==> src/rtl/pd_gate_pkg.sv <==
package pd_gate_pkg;

    typedef enum logic [2:0] {
        CMD_ACT = 3'd0,
        CMD_PRE = 3'd1,
        CMD_RD  = 3'd2,
        CMD_RDA = 3'd3,
        CMD_WR  = 3'd4,
        CMD_WRA = 3'd5,
        CMD_REF = 3'd6,
        CMD_MRS = 3'd7
    } cmd_kind_e;

    typedef enum logic [1:0] {
        ST_UP_HOLD,
        ST_UP_FREE,
        ST_DN_HOLD,
        ST_DN_FREE
    } cke_state_e;

    // fixed cycle terms of the wait formulas
    localparam int unsigned RD_TAIL   = 5;
    localparam int unsigned BL8_TAIL  = 4;
    localparam int unsigned BC4_TAIL  = 2;
    localparam int unsigned AP_EXTRA  = 1;
    localparam int unsigned SHORT_WAIT = 1;

endpackage

==> src/rtl/pd_delay_calc.sv <==
module pd_delay_calc
    import pd_gate_pkg::*;
#(
    parameter int LAT_W = 5,
    parameter int CNT_W = 7
) (
    input  logic [2:0]       cmd_kind,
    input  logic             chop4_fixed,
    input  logic [LAT_W-1:0] rd_lat,
    input  logic [LAT_W-1:0] wr_lat,
    input  logic [LAT_W-1:0] wr_rec_cyc,
    input  logic [LAT_W-1:0] wr_mr,
    input  logic [LAT_W-1:0] mod_dly,
    output logic [CNT_W-1:0] wait_cyc
);

    localparam int PAD = CNT_W - LAT_W;

    logic [CNT_W-1:0] rl_x, wl_x, wrc_x, wrmr_x, mod_x, burst_tail;
    cmd_kind_e        kind;

    assign rl_x   = {{PAD{1'b0}}, rd_lat};
    assign wl_x   = {{PAD{1'b0}}, wr_lat};
    assign wrc_x  = {{PAD{1'b0}}, wr_rec_cyc};
    assign wrmr_x = {{PAD{1'b0}}, wr_mr};
    assign mod_x  = {{PAD{1'b0}}, mod_dly};
    assign kind   = cmd_kind_e'(cmd_kind);

    // data beats after write latency: 2 cycles for fixed chop, else 4
    assign burst_tail = chop4_fixed ? CNT_W'(BC4_TAIL) : CNT_W'(BL8_TAIL);

    always_comb begin
        unique case (kind)
            CMD_ACT, CMD_PRE, CMD_REF: wait_cyc = CNT_W'(SHORT_WAIT);
            CMD_RD, CMD_RDA:           wait_cyc = rl_x + CNT_W'(RD_TAIL);
            CMD_WR:                    wait_cyc = wl_x + burst_tail + wrc_x;
            CMD_WRA:                   wait_cyc = wl_x + burst_tail + wrmr_x
                                                  + CNT_W'(AP_EXTRA);
            CMD_MRS:                   wait_cyc = (mod_x == '0) ? CNT_W'(SHORT_WAIT)
                                                                 : mod_x;
            default:                   wait_cyc = CNT_W'(SHORT_WAIT);
        endcase
    end

endmodule

==> src/rtl/pd_countdown.sv <==
module pd_countdown #(
    parameter int CNT_W = 7
) (
    input  logic             clk,
    input  logic             rst_n,
    input  logic             load,
    input  logic [CNT_W-1:0] load_val,
    output logic             ready
);

    logic [CNT_W-1:0] remain;

    always_ff @(posedge clk) begin
        if (!rst_n) begin
            remain <= '0;
        end else if (load) begin
            remain <= (load_val == '0) ? '0 : load_val - CNT_W'(1);
        end else if (remain != '0) begin
            remain <= remain - CNT_W'(1);
        end
    end

    assign ready = (remain == '0);

endmodule

==> src/rtl/pd_cke_fsm.sv <==
module pd_cke_fsm
    import pd_gate_pkg::*;
#(
    parameter int PD_MIN  = 3,
    parameter int CKE_MIN = 4
) (
    input  logic clk,
    input  logic rst_n,
    input  logic pd_req,
    input  logic entry_ok,
    input  logic cmd_valid,
    output logic cke,
    output logic proto_err
);

    localparam int HOLD_MAX = (PD_MIN > CKE_MIN) ? PD_MIN : CKE_MIN;
    localparam int DW       = $clog2(HOLD_MAX + 1) + 1;
    localparam logic [DW-1:0] PD_LOAD  = DW'(PD_MIN - 1);
    localparam logic [DW-1:0] CKE_LOAD = DW'(CKE_MIN - 1);

    cke_state_e      state, state_nxt;
    logic [DW-1:0]   dwell, dwell_nxt;
    logic            go_down;

    assign go_down = pd_req && entry_ok && !cmd_valid;

    always_comb begin
        state_nxt = state;
        dwell_nxt = (dwell != '0) ? dwell - DW'(1) : dwell;
        unique case (state)
            ST_UP_HOLD: begin
                if (dwell == '0) begin
                    if (go_down) begin
                        state_nxt = ST_DN_HOLD;
                        dwell_nxt = PD_LOAD;
                    end else begin
                        state_nxt = ST_UP_FREE;
                    end
                end
            end
            ST_UP_FREE: begin
                if (go_down) begin
                    state_nxt = ST_DN_HOLD;
                    dwell_nxt = PD_LOAD;
                end
            end
            ST_DN_HOLD: begin
                if (dwell == '0) begin
                    if (!pd_req) begin
                        state_nxt = ST_UP_HOLD;
                        dwell_nxt = CKE_LOAD;
                    end else begin
                        state_nxt = ST_DN_FREE;
                    end
                end
            end
            ST_DN_FREE: begin
                if (!pd_req) begin
                    state_nxt = ST_UP_HOLD;
                    dwell_nxt = CKE_LOAD;
                end
            end
            default: begin
                state_nxt = ST_UP_FREE;
                dwell_nxt = '0;
            end
        endcase
    end

    always_ff @(posedge clk) begin
        if (!rst_n) begin
            state <= ST_UP_FREE;
            dwell <= '0;
        end else begin
            state <= state_nxt;
            dwell <= dwell_nxt;
        end
    end

    always_comb begin
        unique case (state)
            ST_DN_HOLD, ST_DN_FREE: cke = 1'b0;
            default:                cke = 1'b1;
        endcase
        proto_err = cmd_valid && !cke;
    end

endmodule

==> src/rtl/pd_entry_gate.sv <==
module pd_entry_gate #(
    parameter int LAT_W   = 5,
    parameter int PD_MIN  = 3,
    parameter int CKE_MIN = 4
) (
    input  logic             clk,
    input  logic             rst_n,
    input  logic             cmd_valid,
    input  logic [2:0]       cmd_kind,
    input  logic             chop4_fixed,
    input  logic [LAT_W-1:0] rd_lat,
    input  logic [LAT_W-1:0] wr_lat,
    input  logic [LAT_W-1:0] wr_rec_cyc,
    input  logic [LAT_W-1:0] wr_mr,
    input  logic [LAT_W-1:0] mod_dly,
    input  logic             pd_req,
    output logic             entry_ok,
    output logic             cke,
    output logic             proto_err
);

    // widest wait: two latencies plus five fixed cycles
    localparam int CNT_W = LAT_W + 2;

    logic [CNT_W-1:0] wait_cyc;

    pd_delay_calc #(.LAT_W(LAT_W), .CNT_W(CNT_W)) calc_i (
        .cmd_kind    (cmd_kind),
        .chop4_fixed (chop4_fixed),
        .rd_lat      (rd_lat),
        .wr_lat      (wr_lat),
        .wr_rec_cyc  (wr_rec_cyc),
        .wr_mr       (wr_mr),
        .mod_dly     (mod_dly),
        .wait_cyc    (wait_cyc)
    );

    pd_countdown #(.CNT_W(CNT_W)) cnt_i (
        .clk      (clk),
        .rst_n    (rst_n),
        .load     (cmd_valid),
        .load_val (wait_cyc),
        .ready    (entry_ok)
    );

    pd_cke_fsm #(.PD_MIN(PD_MIN), .CKE_MIN(CKE_MIN)) fsm_i (
        .clk       (clk),
        .rst_n     (rst_n),
        .pd_req    (pd_req),
        .entry_ok  (entry_ok),
        .cmd_valid (cmd_valid),
        .cke       (cke),
        .proto_err (proto_err)
    );

endmodule

==> config.mk <==
export PLATFORM = sky130hd
export DESIGN_NAME = pd_entry_gate
export DESIGN_NICKNAME = d
export VERILOG_FILES = /design/src/rtl/pd_gate_pkg.sv /design/src/rtl/pd_delay_calc.sv /design/src/rtl/pd_countdown.sv /design/src/rtl/pd_cke_fsm.sv /design/src/rtl/pd_entry_gate.sv
export SDC_FILE = /design/constraint.sdc
export NUM_CORES = 1
export LEC_CHECK = 0
export ABC_CLOCK_PERIOD_IN_PS = 6750
export CELL_PAD_IN_SITES_DETAIL_PLACEMENT = 2
export CELL_PAD_IN_SITES_GLOBAL_PLACEMENT = 2
export CORE_ASPECT_RATIO = 1.4
export CORE_MARGIN = 2
export CORE_UTILIZATION = 31
export CTS_CLUSTER_DIAMETER = 200
export CTS_CLUSTER_SIZE = 12
export DETAILED_ROUTE_END_ITERATION = 8
export MAX_ROUTING_LAYER = met4
export PLACE_DENSITY = 0.95
export SETUP_SLACK_MARGIN = 0.15
export SYNTH_ARGS = -nofsm -noshare
export SYNTH_HDL_FRONTEND = slang
export SYNTH_SLANG_ARGS = --single-unit
==> constraint.sdc <==
create_clock -name clk -period 6.75 [get_ports clk]
set_input_delay 1.35 -clock clk [delete_from_list [all_inputs] [get_ports clk]]
set_output_delay 1.35 -clock clk [all_outputs]
set_load 0.005 [all_outputs]
* Word-level counts from Yosys, hierarchy flattened
Index checks and enable logic that the tools add are counted.
Operators by class: reduce and logical (&&, ||, !) cells 17, eq/ne operators 14, $add $sub $neg 8, multiplexer cells 20
Operators by type and width (number):
- $pmux W7 S5 | 1
- $logic_not A7 Y1 | 3
- $mux W7 | 3
- $mux W4 | 5
- $pmux W4 S4 | 1
- $add A7 B5 Y7 | 2
- $sub A7 B1 Y7 const B | 2
- $eq A3 B3 Y1 const B | 4
- $mux W2 | 6
- $pmux W2 S4 | 1
- $add A5 B7 Y7 | 1
- $add A7 B1 Y7 const B | 1
- $reduce_bool A7 Y1 | 1
- $add A5 B3 Y6 const B | 1
- $eq A3 B2 Y1 const B | 2
- $ne A2 B1 Y1 const B | 3
- $mux W5 | 1
- $eq A2 B2 Y1 const B | 2
- $logic_not A4 Y1 | 1
- $reduce_and A4 Y1 | 1
- $reduce_bool A4 Y1 | 1
- $reduce_or A2 Y1 | 2
- $sub A4 B1 Y4 const B | 1
- $eq A3 B1 Y1 const B | 1
- other kinds (10) | 12
Word-level totals: bits of input ports 33, word-level logic and storage cells 62, register bits 13, output and inout port bits 3

* Logic depth before layout (Yosys ltp)
Gate-level depths: netlist (run 1).
depth in word-level cells 8, mapped depth 12, depth with buffers taken out 12

* Modules after synthesis
A second synthesis (run 1) with hierarchy kept.
Unflattened totals: cell total of the unflattened synthesis 199, area total of the unflattened synthesis 1661.6 um^2
By module, submodules not included:
- pd_delay_calc | cells each 92, area each 724.4 um^2, instances 1, seq. area each 0.0 um^2
- pd_countdown | cells each 66, area each 559.3 um^2, instances 1, seq. area each 140.1 um^2
- pd_cke_fsm | cells each 41, area each 377.9 um^2, instances 1, seq. area each 120.1 um^2

* Worst setup path before layout (run 1)
Ideal clock, no wire load.
kind in2reg, start point input port chop4_fixed, end point register cnt_i.remain[3], data arrival time 3.683 ns, setup time 0.129 ns, data required time 6.621 ns, setup slack 2.938 ns, stages 12, path buffers 0, cell sequence ha_1 -> inv_1 -> fa_1 -> xnor2_1 -> ha_1 -> a21o_1 -> a21oi_1 -> o21ai_1 -> mux2i_1 -> o311ai_2 -> o41ai_2 -> o22ai_1
On the way: cells in the longest elaborated chain, start to end 8, elaborated cells on any way between the ends 10, classes of those cells add/sub (5); mux (4); reduce/logical (1)
RTL lines:
- start, declared | line pd_entry_gate.sv:10 | input logic chop4_fixed,
- $mux W3 * | line pd_delay_calc.sv:30 | assign burst_tail = chop4_fixed ? CNT_W'(BC4_TAIL) : CNT_W'(BL8_TAIL);
- $add A5 B7 Y7 * | line pd_delay_calc.sv:36, pd_delay_calc.sv:37
- $add A7 B5 Y7 | line pd_delay_calc.sv:37 | CMD_WRA: wait_cyc = wl_x + burst_tail + wrmr_x
- $add A7 B1 Y7 | line pd_delay_calc.sv:38 | + CNT_W'(AP_EXTRA);
- $pmux W7 S5 * | line pd_delay_calc.sv:33 | unique case (kind)
- $sub A7 B1 Y7 / $logic_not A7 Y1 (equally long branches) | line pd_countdown.sv:17 | remain <= (load_val == '0) ? '0 : load_val - CNT_W'(1);
- $mux W7 * | line pd_countdown.sv:17
- $mux W7 * | line pd_countdown.sv:16 | end else if (load) begin
- end signal, assigned | line pd_countdown.sv:17
- end signal, assigned | line pd_countdown.sv:19 | remain <= remain - CNT_W'(1);
- end, declared | line pd_countdown.sv:11 | logic [CNT_W-1:0] remain;
Mark *: on every way between the ends. The rest lies on a longest branch, timed or not. A chain may end at the register's enable or synchronous reset.

* Worst setup path after layout (run 1)
Same ends and word-level chain as after synthesis.

==> flow_summary.toml, run 1 <==
[status]
status = "completed"

[synthesis]
seq_area_frac_synth_pct = 15.7
synthArstFlopShare_pct = 0
ys_warn_count = 0
synthCells = 214
synth_edf_count = 0
synth_seq_cells = 13
syn_avg_cell_area_um2 = 7.75
synth_cell_types = 53
synth-main-ff-cell = "dfxtp_1"
syn_area_um2 = 1660
syn-num-nets = 267

[worst_hold_path]
hp-start = "fsm_i.dwell[0]"
hp-class = "reg -> reg"

[routing]
wirelength_mm = 4.99
routed_via_density = 5.24
drc = 0
via_count = 1650
initialDrtViolationCount = 58
detail_route.wl_per_cell_um = 15.8
drtPass1Iterations = 4
antenna_left = 0

[setup_path]
r2r-start = "cnt_i.remain[2]"
arrival_ns = 4.60
path_cells = "clkdlybuf4s50_1 > ha_1 > inv_1 > fa_1 > xnor2_1 > ha_1 > a21o_1 > a21oi_1 > o21ai_1 > mux2i_1 > o311ai_2 > o41ai_2 > o22ai_1"
cp.required_ns = 6.87
crit_slowest_cell = "clkdlybuf4s50_1"
critPathLaunch = "chop4_fixed"
path_common_cell = "ha_1"
crit_fanout = 7
slowest_delay_ns = 0.53
startpoint_type = "input pin"
cp-end-kind = "flip-flop"
path_class = "in -> reg"

[layout]
nNetsFinal = 303
final_cell_mix = "35 x clkdlybuf4s50_1, 22 x inv_1, 21 x nand2_1"
n_antenna_cell = 0
instances_no_fill = 315
area_delta_synth_final_pct = 27.4
drive_gt1_share_pct = 7.23
layout_commonest_cell = "clkdlybuf4s50_1"

[sta]
slew_violations = 0
hold_viol = 0
hold-worst-slack_ns = 0.477
setup_violations = 0
worst_pin_slew_ns = 0.779
fin_tns_setup_ns = 0
finalCritPeriodShare_pct = 66.4
finClkSkew_ns = 0.00146
fmax_mhz = 223
maxSlewHeadroom_pct = 47.9
fin_crit_ns = 4.48
grt_setup_unrepaired = "false"

[global_routing]
antenna_found_initial = 0
grtUsageTotal_pct = 18.9
grt_pass1_vias = 1935
grt_first_pass_wirelength_mm = 8.80
grt_max_degree = 13
grt_overflow = 0

[pwr]
combPwrFrac_pct = 60.4
swShare_pct = 42.5
power.switching_uw = 201
seqPwrFrac_pct = 24.6
pwr-share-clk_pct = 15.0
p_per_area_nw_per_um2 = 224
vdd_ir_drop_max_mv = 0.0780
p_leak_uw = 0.000866
intPower_uw = 272

[clock_network]
cts_buffer_depth = 2
htree_levels = 1
cts_root_buf = "clkbuf_8"
worstSkewPairLatency_ns = 0.24
clkSinkCount = 13
cts_inserted_buffers = 3
hold_buffers = 0
cts_tree = "done"
cts_resized = 0
post-cts-setup-buffers = 0
clkTransAtPathRegs_ns = 0.06

[die]
dieWidth_um = 65.8
rows = 31
dieArea_um2 = 5960
initial_core_util_pct = 32.2
core-area_um2 = 5160
fp.dieH_um = 90.6
pin_count = 36

[placement]
dp_cells = 311
dp_hpwl_mm = 4.41
place.gp.congestion = 0.768
io_buffer_count = 35

[run]
maxCapViolCount = 0
[synthesized netlist by cell type (4+ instances only)]
| master | number | area (um^2) |
|---|---|---|
| nor3_1 | 5 | 25.0 |
| a21oi_1 | 14 | 70.1 |
| or2_2 | 5 | 31.3 |
| o21ai_0 | 13 | 65.1 |
| ha_1 | 17 | 213 |
| nand2_1 | 21 | 78.8 |
| o211ai_1 | 4 | 30.0 |
| nand2b_1 | 7 | 43.8 |
| nand3_1 | 8 | 40.0 |
| dfxtp_1 | 13 | 260 |
| xnor2_1 | 12 | 105 |
| nor2_1 | 15 | 56.3 |
| xor2_1 | 5 | 43.8 |
| inv_1 | 22 | 82.6 |
[cell type report]
cell class                      count  area, um^2
Multi-Input combinational cell    175        1290
Inverter                           22        82.6
Clock buffer                        4        45.0
Timing Repair Buffer               35         350
Sequential cell                    13         260
Tap cell                           66        82.6
Fill cell                         582        3050
[critical path, delay by kind of cell]
family,cells,cell delay [ns]
AO/OA/AOI/OAI,6,1.27
XOR/XNOR,1,0.25
adder cells (fa/ha/maj),3,0.95
buffers and inverters,2,0.59
multiplexers,1,0.18
[power by group through the flow]
stage	Combinational, uW	Clock [uW]	Sequential [uW]
3_5_place_dp	286	0	118
3_3_place_gp	272	0	116
4_1_cts	292	71.6	117
2_1_floorplan	206	0	112
6_report	286	71.0	116
5_1_grt	323	76.4	119
[stage by stage]
step | power (uW) | instance area (um^2) | util, % | worst slack [ns]
after floorplan | 318 | 1660 | - | 2.94
after global placement | 389 | 2070 | 40.1 | 2.15
after detailed placement | 404 | 2070 | 40.1 | 1.97
after CTS | 480 | 2110 | 41.0 | 2.22
after global routing | 518 | 2110 | 41.0 | 2.05
final | 473 | 2110 | 41.0 | 2.27
[path summary, 6_finish.rpt]
| path | to | slack [ns] | cells past startpoint |
|---|---|---|---|
| worst min register to register | fsm_i.dwell[0] | 0.48 | 1 |
| worst max-delay path | cnt_i.remain[3] | 2.27 | 13 |
| worst max register to register | fsm_i.dwell[1] | 4.83 | 7 |
| worst min-delay path | fsm_i.dwell[0] | 0.48 | 1 |
[registers in the layout (all words and copies together) (netlist names)]
name	cells
cnt_i.remain	7
fsm_i.state	2
fsm_i.dwell	4
[kinds of logic after synthesis]
kind of cell             count (synthesis)  synth area share (%)
AO/OA/AOI/OAI                           59                  27.3
XOR/XNOR                                17                  8.97
adder cells (fa/ha/maj)                 20                  16.4
buffers and inverters                   26                  6.41
flip-flops                              13                  15.7
multiplexers                             1                 0.603
AND/OR/NAND/NOR                         78                  24.6
[routing by layer]
layer	up-vias	global-route usage, %	share of wire (%)
li1	826	-	-
met1	789	18.7	36
met2	26	37.6	60
met3	9	1.12	1.7
met4	0	5.56	1.6
met5	-	-	0
Power figures use the tool's default switching activity.
==> inputs of run 2 (changes only) <==
--- a/config.mk
+++ b/config.mk
@@ -5,17 +5,17 @@
 export SDC_FILE = /design/constraint.sdc
 export NUM_CORES = 1
 export LEC_CHECK = 0
-export ABC_CLOCK_PERIOD_IN_PS = 6750
+export ABC_CLOCK_PERIOD_IN_PS = 3800
 export CELL_PAD_IN_SITES_DETAIL_PLACEMENT = 2
 export CELL_PAD_IN_SITES_GLOBAL_PLACEMENT = 2
 export CORE_ASPECT_RATIO = 1.4
 export CORE_MARGIN = 2
-export CORE_UTILIZATION = 31
+export CORE_UTILIZATION = 26
 export CTS_CLUSTER_DIAMETER = 200
 export CTS_CLUSTER_SIZE = 12
 export DETAILED_ROUTE_END_ITERATION = 8
 export MAX_ROUTING_LAYER = met4
-export PLACE_DENSITY = 0.95
+export PLACE_DENSITY = 0.88
 export SETUP_SLACK_MARGIN = 0.15
 export SYNTH_ARGS = -nofsm -noshare
 export SYNTH_HDL_FRONTEND = slang
==> constraint.sdc (replaced) <==
create_clock -name clk -period 3.8 [get_ports clk]
set_input_delay 0.76 -clock clk [delete_from_list [all_inputs] [get_ports clk]]
set_output_delay 0.76 -clock clk [all_outputs]
set_load 0.005 [all_outputs]
==> flow_summary.toml, run 2 (same netlist as run 1, synthesis figures left out) <==
[die]
pin_count = 36
dieArea_um2 = 7040
rows = 34
fp.dieH_um = 98.5
initial_core_util_pct = 26.7
core-area_um2 = 6210
dieWidth_um = 71.5

[sta]
timing.final.ws_setup_ns = 0.263
hold-worst-slack_ns = 0.468
finClkSkew_ns = 0.00551
hold_viol = 0
slew_violations = 0
setup_violations = 0
grt_setup_unrepaired = "false"
worst_pin_slew_ns = 0.779
maxSlewHeadroom_pct = 47.9
finalCritPeriodShare_pct = 93.1
fmax_mhz = 283
fin_crit_ns = 3.54

[global_routing]
antenna_found_initial = 0
grt_first_pass_wirelength_mm = 9.54
grtUsageTotal_pct = 17.5
grt_overflow = 0
grt_max_degree = 13
grt_pass1_vias = 1987

[routing]
drtPass1Iterations = 4
drc = 0
detail_route.wl_per_cell_um = 16.5
initialDrtViolationCount = 27
antenna_left = 0
wirelength_mm = 5.66
via_count = 1777
routed_via_density = 5.18

[setup_path]
slowest_delay_ns = 0.57
path_cells = "dlygate4sd2_1 > ha_2 > inv_2 > fa_2 > inv_2 > ha_4 > nand2b_4 > a21oi_4 > xor2_2 > a221oi_4 > nand2_2 > o41ai_4 > buf_4 > o22ai_1"
startpoint_type = "input pin"
cp.required_ns = 3.92
arrival_ns = 3.66
cp-end-kind = "flip-flop"
cpLargestDelayFamily = "adder cells"
path_common_cell = "inv_2"
critPathBufInv = 4
crit_fanout = 5
path_class = "in -> reg"
crit_slowest_cell = "fa_2"

[clock_network]
worstSkewPairLatency_ns = 0.24
cts_tree = "done"
clkSinkCount = 13
clkTransAtPathRegs_ns = 0.06
cts_inserted_buffers = 3
cts_buffer_depth = 2
cts_root_buf = "clkbuf_8"
htree_levels = 1

[placement]
dp_slack_ns = -0.340
place.gp.congestion = 0.785
io_buffer_count = 35
dp_cells = 335
dp_hpwl_mm = 4.64

[layout]
final_cell_mix = "32 x clkdlybuf4s50_1, 22 x buf_4, 20 x nand2_1"
nNetsFinal = 325
utilization_pct = 39.0
regMostFlops = "cnt_i.remain"
layout_commonest_cell = "clkdlybuf4s50_1"
n_antenna_cell = 0
instances_no_fill = 343
reg_top3 = "cnt_i.remain (7), fsm_i.dwell (4), fsm_i.state (2)"
area_delta_synth_final_pct = 46.0
drive_gt1_share_pct = 22.5
largest_reg_flops = 7

[worst_hold_path]
hp-class = "reg -> reg"

[pwr]
vdd_ir_drop_max_mv = 0.157
finalPower_uw = 925
p_leak_uw = 0.00101
p_per_area_nw_per_um2 = 382

[run]
maxCapViolCount = 0

[status]
status = "completed"
## run 2: final timing paths
check / start / end / slack (ns) / depth (start not counted)
worst max-delay path: chop4_fixed / cnt_i.remain[3] / 0.26 / 14
worst max register to register: cnt_i.remain[2] / fsm_i.dwell[1] / 1.86 / 7
worst min register to register: fsm_i.dwell[0] / fsm_i.dwell[0] / 0.47 / 1
worst min-delay path: fsm_i.dwell[0] / fsm_i.dwell[0] / 0.47 / 1
## run 2: where the power goes
part | total [uW] | internal [uW] | switching [uW] | leakage [uW]
clock | 122 | 73.9 | 47.8 | 0.0000228
combinational | 596 | 295 | 301 | 0.000879
sequential | 207 | 173 | 34.0 | 0.000107
total | 925 | 542 | 383 | 0.00101
## run 2: per-layer routing
metal | GRT usage, % | wire length (um) | vias to the layer above
met1 | 17.0 | 2000 | 860
met2 | 34.3 | 3370 | 34
met3 | 0.818 | 96 | 12
li1 | - | - | 871
met5 | - | 0 | -
met4 | 7.69 | 185 | 0
## run 2: worst register-to-register path, cell delays in order, from the launching register on
cell and delay [ns]:
dfxtp_1 0.34, or3_4 0.43, nor3_4 0.36, nand4_1 0.20
o21ai_0 0.19, nand2_1 0.15, nand2_1 0.09, o211a_1 0.12
## run 2: timing repair
item                       CTS  global route
gates resized for setup     18            10
setup endpoints to repair    6             7
gates cloned                 0             0
hold buffers                 0             0
pin swaps                    9            12
setup buffers                2             2
## run 2: through the flow
| stage | area (um^2) | TNS [ns] |
|---|---|---|
| 4_1_cts | 2380 | 0 |
| 3_5_place_dp | 2210 | -1.63 |
| 3_3_place_gp | 2210 | -0.548 |
| 5_1_grt | 2420 | 0 |
| 6_report | 2420 | 0 |
| 2_1_floorplan | 1660 | 0 |
## run 2: area by class of cell
class                           count  area [um^2]
Sequential cell                    13          260
Timing Repair Buffer               57          519
Inverter                           22         82.6
Multi-Input combinational cell    175         1430
Fill cell                         729         3790
Tap cell                           72         90.1
Clock buffer                        4         45.0
